[src/rtl/gci_pkg.sv]
package gci_pkg;
  localparam int DEF_BANKS  = 5;
  localparam int DEF_BANK_W = 8;
  localparam int DEF_SYNC   = 2;

  // direction bit encoding
  typedef enum logic {
    PIN_OUT = 1'b0,
    PIN_IN  = 1'b1
  } pin_dir_e;
endpackage

[src/rtl/gci_sync.sv]
module gci_sync #(
  parameter int W      = 40,
  parameter int STAGES = 2
) (
  input  logic         clk,
  input  logic         rst,
  input  logic [W-1:0] d,
  output logic [W-1:0] q
);
  logic [W-1:0] st [STAGES];

  always_ff @(posedge clk) begin
    if (rst) begin
      for (int s = 0; s < STAGES; s++) st[s] <= '0;
    end else begin
      st[0] <= d;
      for (int s = 1; s < STAGES; s++) st[s] <= st[s-1];
    end
  end

  assign q = st[STAGES-1];
endmodule

[src/rtl/gci_bank.sv]
module gci_bank
  import gci_pkg::*;
#(
  parameter int W = 8
) (
  input  logic         clk,
  input  logic         rst,
  input  logic [W-1:0] pin_s,
  input  logic [W-1:0] dir,
  input  logic         rd,
  input  logic         mask_we,
  input  logic [W-1:0] mask_wd,
  output logic [W-1:0] cap_q,
  output logic [W-1:0] mask_q,
  output logic         pend
);
  logic [W-1:0] live;

  always_ff @(posedge clk) begin
    if (rst) begin
      cap_q  <= '0;
      mask_q <= '1;
    end else begin
      if (rd)      cap_q  <= pin_s;
      if (mask_we) mask_q <= mask_wd;
    end
  end

  always_comb begin
    for (int i = 0; i < W; i++)
      live[i] = (pin_s[i] != cap_q[i]) && (dir[i] == PIN_IN) && !mask_q[i];
  end

  // a read on this edge withdraws the bank's contribution
  assign pend = (|live) && !rd;
endmodule

[src/rtl/gci_irq_out.sv]
module gci_irq_out #(
  parameter int N = 5
) (
  input  logic         clk,
  input  logic         rst,
  input  logic [N-1:0] pend,
  output logic         irq_oe
);
  always_ff @(posedge clk) begin
    if (rst) irq_oe <= 1'b0;
    else     irq_oe <= |pend;
  end
endmodule

[src/rtl/gci_top.sv]
module gci_top
  import gci_pkg::*;
#(
  parameter int BANKS  = DEF_BANKS,
  parameter int BANK_W = DEF_BANK_W,
  parameter int SYNC   = DEF_SYNC
) (
  input  logic                      clk,
  input  logic                      rst,
  input  logic [BANKS*BANK_W-1:0]   pin_in,
  input  logic [BANKS*BANK_W-1:0]   dir_in,
  input  logic [BANKS-1:0]          mask_wr_en,
  input  logic [BANK_W-1:0]         mask_wr_data,
  input  logic [BANKS-1:0]          rd_strobe,
  output logic [BANKS*BANK_W-1:0]   cap_q,
  output logic                      irq_oe
);
  localparam int PINS = BANKS * BANK_W;

  logic [PINS-1:0]  pin_s;
  logic [PINS-1:0]  mask_q;
  logic [BANKS-1:0] pend;
  logic             mask_all;

  gci_sync #(.W(PINS), .STAGES(SYNC)) u_sync (
    .clk (clk),
    .rst (rst),
    .d   (pin_in),
    .q   (pin_s)
  );

  for (genvar b = 0; b < BANKS; b++) begin : g_bank
    gci_bank #(.W(BANK_W)) u_bank (
      .clk     (clk),
      .rst     (rst),
      .pin_s   (pin_s[b*BANK_W +: BANK_W]),
      .dir     (dir_in[b*BANK_W +: BANK_W]),
      .rd      (rd_strobe[b]),
      .mask_we (mask_wr_en[b]),
      .mask_wd (mask_wr_data),
      .cap_q   (cap_q[b*BANK_W +: BANK_W]),
      .mask_q  (mask_q[b*BANK_W +: BANK_W]),
      .pend    (pend[b])
    );
  end

  gci_irq_out #(.N(BANKS)) u_irq (
    .clk    (clk),
    .rst    (rst),
    .pend   (pend),
    .irq_oe (irq_oe)
  );

  assign mask_all = &mask_q;
endmodule

[config.mk]
export PLATFORM = sky130hd
export DESIGN_NAME = gci_top
export DESIGN_NICKNAME = d
export VERILOG_FILES = /design/src/rtl/gci_pkg.sv /design/src/rtl/gci_sync.sv /design/src/rtl/gci_bank.sv /design/src/rtl/gci_irq_out.sv /design/src/rtl/gci_top.sv
export SDC_FILE = /design/constraint.sdc
export NUM_CORES = 1
export LEC_CHECK = 0
export BUFFER_PORTS_ARGS = -buffer_cell sky130_fd_sc_hd__buf_2
export CORE_MARGIN = 5
export CORE_UTILIZATION = 50
export CTS_CLUSTER_SIZE = 12
export DETAILED_ROUTE_END_ITERATION = 10
export HOLD_SLACK_MARGIN = 0.05
export PLACE_DENSITY = 0.86
export SYNTH_ARGS = -nofsm -noshare
export SYNTH_HDL_FRONTEND = slang
export SYNTH_SLANG_ARGS = --single-unit
[constraint.sdc]
create_clock -name clk -period 1.94 [get_ports clk]
set_input_delay 0.194 -clock clk [delete_from_list [all_inputs] [get_ports clk]]
set_output_delay 0.194 -clock clk [all_outputs]
set_load 0.05 [all_outputs]
==> results.sh, run 1 <==
export IMPL_dr_total_vias=4154
export IMPL_wl_per_cell_um=15.3
export IMPL_instances_no_fill=864
export IMPL_die_w_um=117
export IMPL_cts_setup_buffers=0
export IMPL_vias_per_cell=4.81
export IMPL_core_mm2=0.0113
export IMPL_crit_arrival_ns=2.05
export IMPL_wl_um=13300
export IMPL_dp_hpwl_um=9110
export IMPL_run_status="completed"
export IMPL_fmax_mhz=574
export IMPL_fin_nets=807
export IMPL_yosys_warnings=0
export IMPL_worst_slack_ns=0.198
export IMPL_skew_ns=0.00705
export IMPL_antenna_found_initial=0
export IMPL_path_cells="xnor2_1 -> o32ai_1 -> nor4_1 -> o22ai_1 -> o41a_1"
export IMPL_syn_instance_count=532
export IMPL_hp_class="input port to flip-flop"
export IMPL_cap_violations=0
export IMPL_slew_headroom_pct=64.4
export IMPL_synth_cell_area_mm2=0.00570
export IMPL_final_area_mm2=0.00754
export IMPL_synthTopCellsByArea="dfxtp_1 (57%), mux2i_1 (13%), nor2b_1 (8.8%)"
export IMPL_power_density_mw_per_mm2=1020
export IMPL_dpl_cell_area_mm2=0.00651
export IMPL_die_area_mm2=0.0136
export IMPL_grt_pass1_vias=4303
export IMPL_gp_congestion=0.805
export IMPL_antenna_left=0
export IMPL_layout_commonest_cell="dfxtp_1"
export IMPL_cp_start_kind="flip-flop"
export IMPL_fin_tns_setup_ns=0
export IMPL_critPathMaxFanout=3
export IMPL_grt_max_degree=121
export IMPL_htreeDepth=4
export IMPL_place_inst=791
export IMPL_end_kind="flip-flop"
export IMPL_yosys_area_top_type="dfxtp_1"
export IMPL_tritoncts="yes"
export IMPL_path_clk_slew_ns=0.06
export IMPL_area_delta_synth_final_pct=32.3
export IMPL_clk_path_buf_depth=2
export IMPL_numCtsBuffers=17
export IMPL_p_leak_nw=3.38
export IMPL_syn_avg_cell_area_um2=10.7
export IMPL_hold_violations=0
export IMPL_tightest_slew_ns=0.529
export IMPL_ys_ff_latch=161
export IMPL_ios=141
export IMPL_first_pass_iters=4
export IMPL_fp_dieH_um=117
export IMPL_rsz0062_at_grt="no"
export IMPL_period_share_pct=89.8
export IMPL_final_layout_size_suffix_gt1_share_pct=24.6
export IMPL_layout_common_cells="dfxtp_1 (161), buf_2 (139), nor2b_1 (80)"
export IMPL_min_period_ns=1.74
export IMPL_clk_latency_ns=0.42
export IMPL_ir_worst_vdd_mv=0.800
export IMPL_cts_resized=0
export IMPL_fillers=850
export IMPL_total_power_mw=7.67
export IMPL_cts_hold_buf=40
export IMPL_critPathKind="flip-flop to flip-flop"
export IMPL_clock_sinks=161
export IMPL_synth_top_area_share_pct=56.6
export IMPL_start_util_pct=50.6
export IMPL_required_ns=2.25
export IMPL_maxSlewViolCount=0
export IMPL_cts_root_buf="clkbuf_16"
export IMPL_grt_overflow_total=0
export IMPL_io_buffers=140
export IMPL_critPathMaxStageDelay_ns=0.51
export IMPL_utilization_pct=66.9
export IMPL_whs_ns=0.115
export IMPL_drt_iter0_markers=207
export IMPL_ys_seq_area_share_pct=56.6
export IMPL_grt_util_all_layers_pct=20.4
export IMPL_grt_pass1_wl_um=20900
export IMPL_slowest_stage="nor4_1"
export IMPL_yosysUniqueCellTypes=22
export IMPL_pre_cts_slack_ns=0.194
export IMPL_synth_fp_nets=632
export IMPL_drc=0
export IMPL_setup_viol=0
export IMPL_num_rows=39
## flip-flops by register name, summed over array words and instances, names as in the netlist
| signal | cells |
|---|---|
| g_bank.u_bank.mask_q | 40 |
| u_sync.st | 80 |
| u_irq.irq_oe | 1 |
| g_bank.u_bank.cap_q | 40 |
## kinds of logic after synthesis
logic type	Yosys count	synth area share [%]
buf+inv	40	2.68
mux	76	13.3
xor+xnor	40	6.15
compound gates	21	2.83
simple gates	194	18.4
flops	161	56.6
## where the power goes
group	internal, mW	total [mW]	switching, mW	leakage, nW
clock	2.18	3.48	1.30	0.298
combinational	0.316	0.650	0.334	1.75
sequential	3.46	3.54	0.0777	1.33
## worst max-delay path: cells and delay by family (launching register included)
| kind | cells | cell delay (ns) |
|---|---|---|
| compound gates | 3 | 0.59 |
| simple gates | 1 | 0.51 |
| flops | 1 | 0.33 |
| xor+xnor | 1 | 0.19 |
## cells in the mapped netlist, drive strengths merged
library cell and instances:
xnor2 36, a31oi 4, nand2 40, o32ai 8
o22ai 1, nand2b 8, nor4 6, a21oi 2
dfxtp 161, mux2i 76, nor2 40, a41oi 1
o41a 1, clkbuf 24, buf 3, nor2b 80
inv 13, xor2 4, nor3b 20, o211ai 4
## area by class of cell
cell class                 count  area, µm²  area share, %
antenna                        1       2.50         0.0332
clock buffer                  18        439           5.82
clock inverter                14        188           2.49
inverter                      13       48.8          0.647
multi-input combinational    331       2320           30.8
sequential                   161       3220           42.7
tap                          143        179           2.37
timing repair buffer         183       1140           15.1
## worst paths after layout
kind / slack (ns) / from / endpoint / cells past startpoint
setup / recovery: 0.20 / g_bank[3].u_bank.cap_q[1]$_SDFFE_PP0P_ / u_irq.irq_oe$_SDFF_PP0_ / 5
hold / removal: 0.11 / mask_wr_data[4] / g_bank[2].u_bank.mask_q[4]$_SDFFE_PP1P_ / 3
setup reg to reg: 0.20 / g_bank[3].u_bank.cap_q[1]$_SDFFE_PP0P_ / u_irq.irq_oe$_SDFF_PP0_ / 5
hold reg to reg: 0.43 / u_sync.st[0][33]$_SDFF_PP0_ / u_sync.st[0][73]$_SDFF_PP0_ / 1
## layer usage
metal	track usage (%)	wire [µm]
met1	23.5	5630
met2	34.3	6470
met3	6.79	864
met4	9.02	302
met5	0	0
No activity file was read; power rests on OpenSTA's default activity.
==> run 2, diff against run 1 <==
- CORE_ASPECT_RATIO: default -> 0.6
==> results.sh, run 2 (synthesis results as in run 1) <==
export IMPL_rsz0062_at_grt="no"
export IMPL_fp_dieH_um=92.7
export IMPL_min_period_ns=1.78
export IMPL_area_delta_synth_final_pct=31.5
export IMPL_largest_register_ffs=80
export IMPL_cts_setup_buffers=0
export IMPL_die_area_mm2=0.0137
export IMPL_cts_root_buf="clkbuf_16"
export IMPL_clockPowerShare_pct=43.7
export IMPL_power_density_mw_per_mm2=994
export IMPL_worstHoldStart="mask_wr_data[7]"
export IMPL_period_share_pct=91.7
export IMPL_dp_hpwl_um=9460
export IMPL_p_comb_share_pct=8.8
export IMPL_first_pass_iters=4
export IMPL_required_ns=2.23
export IMPL_fmax_mhz=562
export IMPL_hold_violations=0
export IMPL_wl_um=13500
export IMPL_numCtsBuffers=17
export IMPL_setup_viol=0
export IMPL_drt_iter0_markers=206
export IMPL_wl_per_cell_um=15.7
export IMPL_num_rows=30
export IMPL_rr_startpoint="g_bank[0].u_bank.cap_q[0]$_SDFFE_PP0P_"
export IMPL_grt_overflow_total=0
export IMPL_grt_pass1_vias=4389
export IMPL_switching_share_pct=22.7
export IMPL_layout_common_cells="dfxtp_1 (161), buf_2 (139), nor2b_1 (80)"
export IMPL_fin_nets=807
export IMPL_layout_commonest_cell="dfxtp_1"
export IMPL_cp_start_kind="flip-flop"
export IMPL_dr_total_vias=4164
export IMPL_die_w_um=148
export IMPL_core_mm2=0.0112
export IMPL_critPathKind="flip-flop to flip-flop"
export IMPL_slew_headroom_pct=58.6
export IMPL_total_power_mw=7.45
export IMPL_tritoncts="yes"
export IMPL_end_kind="flip-flop"
export IMPL_drc=0
export IMPL_grt_pass1_wl_um=21500
export IMPL_holdPathEnd="g_bank[4].u_bank.mask_q[7]$_SDFFE_PP1P_"
export IMPL_dpl_cell_area_mm2=0.00651
export IMPL_run_status="completed"
export IMPL_gp_congestion=0.846
export IMPL_place_inst=792
export IMPL_grt_max_degree=101
export IMPL_antenna_left=0
export IMPL_diodes=0
export IMPL_crit_arrival_ns=2.07
export IMPL_r2r_end="u_irq.irq_oe$_SDFF_PP0_"
export IMPL_start_util_pct=50.8
export IMPL_hold_depth=3
export IMPL_skew_ns=0.00754
export IMPL_ir_worst_vdd_mv=0.676
export IMPL_ios=141
export IMPL_tightest_slew_ns=0.616
export IMPL_final_layout_size_suffix_gt1_share_pct=24.2
export IMPL_grt_util_all_layers_pct=20.1
export IMPL_htreeDepth=4
export IMPL_io_buffers=140
export IMPL_top_regs="u_sync.st x80, g_bank.u_bank.cap_q x40, g_bank.u_bank.mask_q x40"
export IMPL_maxSlewViolCount=0
export IMPL_p_leak_nw=3.35
export IMPL_clock_sinks=161
export IMPL_top_register="u_sync.st"
export IMPL_hp_class="input port to flip-flop"
export IMPL_cap_violations=0
export IMPL_vias_per_cell=4.83
export IMPL_path_clk_slew_ns=0.06
export IMPL_internal_power_mw=5.76
export IMPL_reg2reg_depth=5
export IMPL_antenna_found_initial=0
export IMPL_p_seq_share_pct=47.5
export IMPL_clk_path_buf_depth=2
export IMPL_final_area_mm2=0.00750
export IMPL_clk_latency_ns=0.41
export IMPL_ff2ff_setup_slack_ns=0.16
export IMPL_p_switching_mw=1.69
export IMPL_critPathMaxFanout=3
export IMPL_instances_no_fill=863
export IMPL_fin_tns_setup_ns=0
run 2: worst max-delay path, cell delays in order, from the launching register on:
cell     delay (ns)
dfxtp_1        0.37
xnor2_1        0.14
o32ai_1        0.09
nor4_1         0.58
o22ai_1        0.15
o41a_1         0.32
run 2: power by group through the flow:
stage	logic (mW)	clock network, mW	registers (mW)
CTS	0.653	3.32	3.54
detailed placement	0.588	0	3.61
floorplan	0.309	0	3.67
global route	0.710	3.48	3.55
finish	0.652	3.26	3.54
global placement	0.575	0	3.60
run 2: cell type report:
cell class	count	area, µm²
Inverter	13	48.8
Timing Repair Buffer	183	1140
Fill cell	824	3730
Clock buffer	22	474
Multi-Input combinational cell	331	2320
Clock inverter	9	108
Tap cell	144	180
Sequential cell	161	3220
run 2: how the worst max path moves through the flow:
stage                                           startpoint                      end
floorplan           g_bank[4].u_bank.cap_q[5]$_SDFFE_PP0P_  u_irq.irq_oe$_SDFF_PP0_
global placement    g_bank[0].u_bank.cap_q[0]$_SDFFE_PP0P_  u_irq.irq_oe$_SDFF_PP0_
detailed placement  g_bank[0].u_bank.cap_q[0]$_SDFFE_PP0P_  u_irq.irq_oe$_SDFF_PP0_
CTS                 g_bank[0].u_bank.cap_q[0]$_SDFFE_PP0P_  u_irq.irq_oe$_SDFF_PP0_
global route        g_bank[0].u_bank.cap_q[0]$_SDFFE_PP0P_  u_irq.irq_oe$_SDFF_PP0_
finish              g_bank[0].u_bank.cap_q[0]$_SDFFE_PP0P_  u_irq.irq_oe$_SDFF_PP0_
run 2: layer usage:
layer	up-vias	routed length (µm)	GRT usage, %
met5	-	0	0
met4	0	144	6.07
met3	13	890	6.06
met2	129	6300	34.2
met1	1931	6210	24.9
li1	2091	-	-
run 2: what timing repair did:
item / CTS / global route
hold buffers: 40 / 0
resized for setup: 0 / 0
endpoints found under the hold margin: 40 / 0
run 2: per-stage QoR:
step / util, % / setup slack (ns) / hold slack [ns]
floorplan: - / 0.204 / 0.322
global placement: 58.0 / 0.169 / 0.401
detailed placement: 58.0 / 0.197 / 0.406
CTS: 66.8 / 0.152 / 0.124
global route: 66.8 / 0.0535 / 0.134
finish: 66.8 / 0.161 / 0.136
